[src/rtl/cdiv_pkg.sv]
package cdiv_pkg;

  localparam int CODE_W  = 4;
  localparam int RATIO_W = 6;
  localparam int MAX_CH  = 11;
  localparam int KICK_BIT = 31;

  // divide ratio for each code; reserved/invalid codes never reach here
  function automatic logic [RATIO_W-1:0] code_ratio(input logic [CODE_W-1:0] c);
    logic [RATIO_W-1:0] r;
    case (c)
      4'd0:  r = 6'd2;
      4'd1:  r = 6'd3;
      4'd2:  r = 6'd4;
      4'd3:  r = 6'd6;
      4'd4:  r = 6'd8;
      4'd5:  r = 6'd12;
      4'd6:  r = 6'd16;
      4'd7:  r = 6'd18;
      4'd8:  r = 6'd24;
      4'd10: r = 6'd36;
      4'd11: r = 6'd48;
      4'd12: r = 6'd7;
      default: r = 6'd2;
    endcase
    return r;
  endfunction

  function automatic logic code_ok(input logic [CODE_W-1:0] c, input logic no10);
    return (c <= 4'd12) && (c != 4'd9) && !(no10 && (c == 4'd10));
  endfunction

  // bit offset of a channel's field inside its control word
  function automatic int chan_off(input int i);
    if (i < 6)       return 20 - 4 * i;
    else if (i < 10) return 24 - 4 * (i - 6);
    else             return 4;
  endfunction

  // control word holding a channel: 0 = word A, 1 = word B
  function automatic logic chan_word(input int i);
    return (i >= 6);
  endfunction

endpackage

[src/rtl/cdiv_chan.sv]
module cdiv_chan
  import cdiv_pkg::*;
(
  input  logic              clk,
  input  logic              rst_n,
  input  logic              upd_i,
  input  logic [CODE_W-1:0] code_i,
  output logic              en_o,
  output logic              switch_o,
  output logic [CODE_W-1:0] code_o
);

  logic [RATIO_W-1:0] cnt_q, cnt_d;
  logic [CODE_W-1:0]  act_q, act_d;
  logic [RATIO_W-1:0] ratio;
  logic               wrap;

  always_comb begin
    ratio    = code_ratio(act_q);
    wrap     = (cnt_q == ratio - 6'd1);
    switch_o = wrap && upd_i;
    cnt_d    = wrap ? '0 : cnt_q + 6'd1;
    act_d    = switch_o ? code_i : act_q;
  end

  always_ff @(posedge clk or negedge rst_n) begin
    if (!rst_n) begin
      cnt_q <= '0;
      act_q <= '0;
    end else begin
      cnt_q <= cnt_d;
      act_q <= act_d;
    end
  end

  assign en_o   = wrap;
  assign code_o = act_q;

endmodule

[src/rtl/cdiv_regs.sv]
module cdiv_regs
  import cdiv_pkg::*;
#(
  parameter int NUM_CH = 11,
  parameter int DATA_W = 32,
  parameter logic [NUM_CH-1:0] NO10_MASK = 11'b000_0100_0010
) (
  input  logic                          clk,
  input  logic                          rst_n,
  input  logic                          wr_en,
  input  logic                          wr_sel,
  input  logic [DATA_W-1:0]             wr_data,
  input  logic                          rd_sel,
  output logic [DATA_W-1:0]             rd_data,
  input  logic [NUM_CH-1:0]             sw_done,
  output logic [NUM_CH-1:0][CODE_W-1:0] pend_o,
  output logic [NUM_CH-1:0]             upd_o,
  output logic                          err_o
);

  logic [NUM_CH-1:0][CODE_W-1:0] pend_q, pend_d;
  logic [NUM_CH-1:0]             upd_q, upd_d;
  logic [NUM_CH-1:0]             bad;
  logic                          err_q, err_d;
  logic                          kick;

  for (genvar i = 0; i < NUM_CH; i++) begin : g_field
    localparam int OFF = chan_off(i);
    localparam logic WSEL = chan_word(i);
    logic [CODE_W-1:0] fld;
    logic              hit;
    logic              ok;
    always_comb begin
      fld       = wr_data[OFF +: CODE_W];
      hit       = wr_en && (wr_sel == WSEL);
      ok        = code_ok(fld, NO10_MASK[i]);
      bad[i]    = hit && !ok;
      pend_d[i] = (hit && ok) ? fld : pend_q[i];
    end
  end

  always_comb begin
    kick  = wr_en && wr_sel && wr_data[KICK_BIT];
    upd_d = (upd_q & ~sw_done) | {NUM_CH{kick}};
    err_d = err_q | (|bad);
  end

  always_ff @(posedge clk or negedge rst_n) begin
    if (!rst_n) begin
      pend_q <= '0;
      upd_q  <= '0;
      err_q  <= 1'b0;
    end else begin
      pend_q <= pend_d;
      upd_q  <= upd_d;
      err_q  <= err_d;
    end
  end

  always_comb begin
    rd_data = '0;
    for (int i = 0; i < NUM_CH; i++) begin
      if (chan_word(i) == rd_sel)
        rd_data[chan_off(i) +: CODE_W] = pend_q[i];
    end
    if (rd_sel)
      rd_data[KICK_BIT] = |upd_q;
  end

  assign pend_o = pend_q;
  assign upd_o  = upd_q;
  assign err_o  = err_q;

endmodule

[src/rtl/cdiv_bank.sv]
module cdiv_bank
  import cdiv_pkg::*;
#(
  parameter int NUM_CH = 11,
  parameter int DATA_W = 32,
  parameter logic [NUM_CH-1:0] NO10_MASK = 11'b000_0100_0010
) (
  input  logic              clk,
  input  logic              rst_n,
  input  logic              wr_en,
  input  logic              wr_sel,
  input  logic [DATA_W-1:0] wr_data,
  input  logic              rd_sel,
  output logic [DATA_W-1:0] rd_data,
  output logic [NUM_CH-1:0] div_en,
  output logic              cfg_err
);

  logic [NUM_CH-1:0][CODE_W-1:0] pend_codes;
  logic [NUM_CH-1:0][CODE_W-1:0] act_codes;
  logic [NUM_CH-1:0]             upd;
  logic [NUM_CH-1:0]             sw_done;
  logic                          busy;

  cdiv_regs #(
    .NUM_CH   (NUM_CH),
    .DATA_W   (DATA_W),
    .NO10_MASK(NO10_MASK)
  ) u_regs (
    .clk    (clk),
    .rst_n  (rst_n),
    .wr_en  (wr_en),
    .wr_sel (wr_sel),
    .wr_data(wr_data),
    .rd_sel (rd_sel),
    .rd_data(rd_data),
    .sw_done(sw_done),
    .pend_o (pend_codes),
    .upd_o  (upd),
    .err_o  (cfg_err)
  );

  for (genvar i = 0; i < NUM_CH; i++) begin : g_chan
    cdiv_chan u_chan (
      .clk     (clk),
      .rst_n   (rst_n),
      .upd_i   (upd[i]),
      .code_i  (pend_codes[i]),
      .en_o    (div_en[i]),
      .switch_o(sw_done[i]),
      .code_o  (act_codes[i])
    );
  end

  assign busy = |upd;

endmodule

[config.mk]
export PLATFORM = sky130hd
export DESIGN_NAME = cdiv_bank
export DESIGN_NICKNAME = d
export VERILOG_FILES = /design/src/rtl/cdiv_pkg.sv /design/src/rtl/cdiv_chan.sv /design/src/rtl/cdiv_regs.sv /design/src/rtl/cdiv_bank.sv
export SDC_FILE = /design/constraint.sdc
export NUM_CORES = 1
export LEC_CHECK = 0
export BUFFER_PORTS_ARGS = -buffer_cell sky130_fd_sc_hd__buf_2
export CAP_MARGIN = 5
export CORE_MARGIN = 2
export CORE_UTILIZATION = 40
export DETAILED_ROUTE_END_ITERATION = 8
export REMOVE_ABC_BUFFERS = 1
export SETUP_SLACK_MARGIN = 0.2
export SYNTH_ARGS = -nofsm -noshare
export SYNTH_HDL_FRONTEND = slang
export SYNTH_HIERARCHICAL = 1
export SYNTH_SLANG_ARGS = --single-unit
[constraint.sdc]
create_clock -name clk -period 6.6 [get_ports clk]
set_input_delay 0.33 -clock clk [delete_from_list [all_inputs] [get_ports clk]]
set_output_delay 0.33 -clock clk [all_outputs]
set_load 0.005 [all_outputs]
==> impl_metrics.tcl, run 1 <==
set metrics [dict create \
    yosysTopAreaCell "dfrtp_1" \
    yosys-mux-area-fraction_pct 13.53 \
    cts_tree "yes" \
    yosysWarnings 6 \
    rsz0062_at_grt "false" \
    synth_compound_area_share_pct 19.07 \
    path_class "reg2out" \
    layout.nets 1367 \
    vias 9388 \
    yosys-top-cells-area "dfrtp_1 33%, mux2_2 8.8%, ha_1 6.6%" \
    status "finished clean" \
    synthXorXnorAreaFrac_pct 4.644 \
    die_w_um 180.4 \
    avgSynthCellArea_um2 10.30 \
    worst_slew_pin_slew_ns 0.9410 \
    synth-seq-cells 166 \
    post-route-drc-count 0 \
    hp-class "in2reg" \
    cts_buffer_depth 2 \
    gr-total-overflow 0 \
    path_cells "inv_1 -> ha_1 -> mux4_2 -> a311o_1 -> nor4_2 -> o21ai_2 -> a211oi_2 -> buf_2" \
    grtUsageTotal_pct 16.63 \
    cts_made_buffers 17 \
    timing.final.crit_share_pct 57.93 \
    htree_levels 4 \
    ys.flop_type "dfrtp_1" \
    layout-drive-gt1-share_pct 23.18 \
    core_area_um2 30590 \
    rows 64 \
    fin_crit_ns 3.824 \
    synth_edf_count 0 \
    ant_nets 0 \
    cts_root_buf "clkbuf_16" \
    slew_viol_final 0 \
    die_area_um2 32540 \
    die_h_um 180.4 \
    synthAdderAreaFrac_pct 6.634 \
    async_flop_share_pct 100.0 \
    cp.required_ns 6.27 \
    cpMaxStageDelayCell "a211oi_2" \
    grt_pass1_wl_mm 45.31 \
    wl_per_cell_um 15.79 \
    clkLatencyLatePin_ns 0.44 \
    total_power_mw 7.116 \
    antenna_found_initial 5 \
    synthSimpleGateAreaFrac_pct 18.55 \
    syn_inst 1208 \
    start_kind "flop" \
    max_cap_viol_count 0 \
    synth_top_area_share_pct 33.37 \
    start_util_pct 40.69 \
    grt_max_degree 94 \
    yosysSeqAreaShare_pct 33.37 \
    fmax_mhz 261.5 \
    relSlewSlack_pct 37.27 \
    cp_max_fo 11 \
    synth_top_family_by_area "compound AO/OA/AOI/OAI gates" \
    p_per_area_nw_per_um2 520.2 \
    final_common_cell "dfrtp_1" \
    clk_pin_slew_ns 0.07 \
    numPortBuffers 74 \
    slowest_delay_ns 0.54 \
    syn_area_um2 12450 \
    ys_types 62 \
    io_pins 81 \
    setup_tns_ns 0 \
    worst_slack_ns 2.776 \
    dp_slack_ns 3.215 \
    setup_viol 0 \
    drtIter0Drc 562 \
    dp_hpwl_mm 19.39 \
    hold_viol_final 0 \
    gp_congestion 0.8314 \
    avgViaCountPerCell 5.605 \
    critPathArrivalTime_ns 3.49 \
    leakagePower_nw 5.778 \
    ir_drop_v 0.0002039 \
    end_kind "primary output" \
    most-common-layout-cells "166 x dfrtp_1, 97 x mux2_2, 92 x nor2_1" \
    stdcell_count 1675 \
    area_delta_synth_final_pct 9.902 \
    post_cts_buffers 0 \
    grt_pass1_vias 9068 \
    drtPass1Iterations 5 \
    clock-sinks 166 \
    dp.cells 1640 \
    fin_skew_ns 0.01078 \
    totalWireLength_mm 26.45 \
]
-- layer usage --
layer,global-route usage [%],part of all wire [%],up-vias,routed length [um]
met3,3.638,4.7,28,1241
li1,-,-,4599,-
met2,25.85,45,138,11930
met4,4.323,1.1,6,301
met5,0,0.13,-,35
met1,23.44,49,4617,12940
-- synthesized netlist by cell type (12+ instances only) --
cell type	instances
clkbuf_1	25
nand3_1	45
a21oi_1	35
nand2_1	13
nor2b_1	55
and3_1	22
o21a_1	22
buf_6	12
inv_1	70
o31ai_1	12
ha_1	66
a2111oi_0	22
mux2i_1	28
nand2b_1	44
and2b_1	12
nor2_1	92
dfrtp_1	166
xor2_1	55
mux2_2	97
o21ai_0	28
-- where the power goes --
part	internal (mW)	leakage, nW	switching, mW
registers	1.42	1.94	0.737
clock network	0.558	0.284	0.436
logic	1.89	3.55	2.08
-- stage by stage --
step | cell area (um^2) | util [%] | hold slack [ns]
3_5_place_dp | 13080 | 42.75 | 0.4803
3_3_place_gp | 13080 | 42.75 | 0.4720
5_1_grt | 13680 | 44.71 | 0.1245
2_1_floorplan | 12200 | - | 0.03441
6_report | 13680 | 44.72 | 0.1390
4_1_cts | 13670 | 44.70 | 0.1078
-- sequential cells by signal, summed over array words and instances, names as in the netlist --
register	flops
u_regs/upd_o	11
u_regs/pend_o	44
g_chan.u_chan/cnt_q	66
g_chan.u_chan/code_o	44
u_regs/err_o	1
-- path summary, 6_finish.rpt --
| path | from | endpoint | slack, ns | cells after the start |
|---|---|---|---|---|
| max | g_chan[8].u_chan/code_o[1] | div_en[8] | 2.78 | 8 |
| min | wr_data[25] | u_regs/pend_o[25] | 0.14 | 2 |
| max reg2reg | g_chan[8].u_chan/code_o[1] | g_chan[8].u_chan/code_o[3] | 3.22 | 8 |
| min reg2reg | u_regs/pend_o[23] | u_regs/pend_o[23] | 0.51 | 1 |
| max in group asynchronous | rst_n | g_chan[1].u_chan/cnt_q[0] | 4.59 | 3 |
| min in group asynchronous | rst_n | g_chan[9].u_chan/cnt_q[2] | 0.51 | 2 |
-- logic make-up (layout without fill, tap and decap cells) --
logic type,Yosys count,after routing
buffers and inverters,111,178
other,1,5
flip-flops,166,166
adder cells (fa/ha/maj),66,66
multiplexers,141,141
AO/OA/AOI/OAI,276,276
XOR/XNOR,66,66
AND/OR/NAND/NOR,381,381
-- cell type report --
cell class              instances  area (um^2)
clock buffers                  21        470.5
fillers                      2955        16910
diodes                          2        5.005
flip-flops and latches        166         4154
well taps                     396        495.5
multi-input cells             933         7781
repair buffers                 76        394.1
clock inverters                11        116.4
inverters                      70        262.8
-- worst max-delay path: cells and delay by family (launching register included) --
kind                     cells  cell delay (ns)
AO/OA/AOI/OAI                3             1.04
adder cells (fa/ha/maj)      1             0.27
buffers and inverters        2             0.38
flip-flops                   1             0.53
multiplexers                 1             0.52
AND/OR/NAND/NOR              1             0.31
-- what timing repair did --
action	CTS	global route
setup endpoints to repair	0	0
gates resized for setup	0	0
hold endpoints to repair	2	0
hold buffers	1	0
Note: power is estimated with default switching activity, not from simulation.
==> inputs of run 2 (changes only) <==
clock period = 3.41 ns   (was 6.6 ns; I/O delays follow)
==> run 2 against run 1 <==
  * Cell count up 7.0%
  * Sequential cell count unchanged
  * First-iteration DRC count up 6.9%
  * Register-to-register slack worse by 2.9 ns
  * Setup slack worse by 2.5 ns
  * Via count up 4.2%
  * Global-route usage up 0.41 points
  * Critical path type unchanged
==> impl_metrics.tcl, run 2 (synthesis gave the netlist of run 1 again) <==
set metrics [dict create \
    slowest_delay_ns 0.52 \
    layout-drive-gt1-share_pct 31.71 \
    dp_hpwl_mm 19.84 \
    start_kind "flop" \
    cts_made_buffers 17 \
    worst_slack_ns 0.2628 \
    avgViaCountPerCell 5.455 \
    regMostFlops "g_chan.u_chan/cnt_q" \
    grt_pass1_vias 9150 \
    most-common-layout-cells "158 x dfrtp_1, 97 x mux2_2, 92 x nor2_1" \
    fin_crit_ns 3.147 \
    ant_nets 0 \
    setup_viol 0 \
    path_class "reg2out" \
    total_power_mw 15.37 \
    drtIter0Drc 601 \
    grt_max_degree 99 \
    holdWs_ns 0.02660 \
    drtPass1Iterations 4 \
    gp_congestion 0.8324 \
    cp_max_fo 6 \
    fin_skew_ns 0.009740 \
    start_util_pct 40.69 \
    cts_buffer_depth 2 \
    clk_pin_slew_ns 0.07 \
    gr-total-overflow 0 \
    hold_viol_final 0 \
    dp_slack_ns 0.3023 \
    fillers 2824 \
    cts_tree "yes" \
    rsz0062_at_grt "true" \
    totalWireLength_mm 28.25 \
    htree_levels 4 \
    clock-sinks 166 \
    grt_pass1_wl_mm 46.09 \
    status "finished clean" \
    cpMaxStageDelayCell "mux4_2" \
    setup_tns_ns 0 \
    die_area_um2 32540 \
    final_common_cell "dfrtp_1" \
    fmax_mhz 317.7 \
    antenna_found_initial 0 \
    area_delta_synth_final_pct 20.47 \
    crit_buf_inv 2 \
    antenna_cells 0 \
    timing.final.crit_share_pct 92.29 \
    cts_root_buf "clkbuf_16" \
    layout.nets 1487 \
    max_cap_viol_count 0 \
    critPathArrivalTime_ns 2.98 \
    crit_family "compound AO/OA/AOI/OAI gates" \
    die_w_um 180.4 \
    relSlewSlack_pct 38.23 \
    numPortBuffers 74 \
    core_area_um2 30590 \
    io_pins 81 \
    p_per_area_nw_per_um2 1025 \
    rows 64 \
    slew_viol_final 0 \
    final_core_util_pct 49.02 \
    die_h_um 180.4 \
    leakagePower_nw 6.380 \
    end_kind "primary output" \
    path_cells "inv_4 -> ha_4 -> mux4_2 -> a311o_1 -> mux2i_2 -> xor2_2 -> a211oi_4 -> buf_2" \
    largest_reg_flops 66 \
    worst_slew_pin_slew_ns 0.9265 \
    post-route-drc-count 0 \
    grtUsageTotal_pct 17.04 \
    wl_per_cell_um 15.76 \
    cp.required_ns 3.24 \
    clkLatencyLatePin_ns 0.43 \
    ir_drop_v 0.0004875 \
    hp-class "in2reg" \
    vias 9780 \
]
-- run 2: final timing paths --
path | endpoint | cells past startpoint | from | slack, ns
min in group asynchronous | g_chan[9].u_chan/cnt_q[0] | 2 | rst_n | 0.37
min | u_regs/pend_o[27] | 3 | wr_data[27] | 0.03
max reg2reg | g_chan[2].u_chan/code_o[0] | 8 | g_chan[2].u_chan/code_o[0] | 0.32
max | div_en[2] | 8 | g_chan[2].u_chan/code_o[0] | 0.26
max in group asynchronous | g_chan[1].u_chan/code_o[0] | 3 | rst_n | 2.15
min reg2reg | u_regs/pend_o[19] | 1 | u_regs/pend_o[19] | 0.51
-- run 2: final cells by class --
cell class	instances	area (um^2)	share of cell area (%)
clock buffers	19	452.9	3.021
clock inverters	13	181.4	1.210
inverters	70	270.3	1.802
multi-input cells	933	8029	53.55
flip-flops and latches	166	4164	27.77
well taps	396	495.5	3.304
repair buffers	196	1401	9.346
-- run 2: stage by stage --
step | std cells | instance area, um^2
finish | 1793 | 14990
global route | 1793 | 14990
CTS | 1745 | 14370
detailed placement | 1682 | 13410
global placement | 1682 | 13410
floorplan | 1169 | 12200
-- run 2: repair_timing --
| action | 4_1_cts | 5_1_grt |
|---|---|---|
| endpoints found under the hold margin | 127 | 0 |
| pin swaps | 8 | 46 |
| endpoints found under the setup margin | 6 | 55 |
| resized for setup | 5 | 82 |
| gates cloned | 0 | 0 |
| hold buffers | 24 | 0 |
| setup buffers | 7 | 48 |
-- run 2: metal layers --
layer  share of wire (%)  track usage (%)  up-vias
li1                    -                -     4824
met1                  49            24.08     4782
met2                  45            25.94      155
met3                 4.4            4.163       19
met4                 1.5            4.742        0
met5                   0                0        -
-- run 2: worst register-to-register path, stage by stage, from the launching register on --
cell and delay, ns:
dfrtp_2 0.47, inv_4 0.07, ha_4 0.16, mux4_2 0.52, a311o_1 0.42, mux2i_2 0.20, xor2_2 0.22, a2111oi_4 0.53
mux2_2 0.39
-- run 2: power breakdown --
part	switching (mW)	internal, mW
registers	0.980	2.77
logic	4.97	4.56
clock network	0.880	1.22
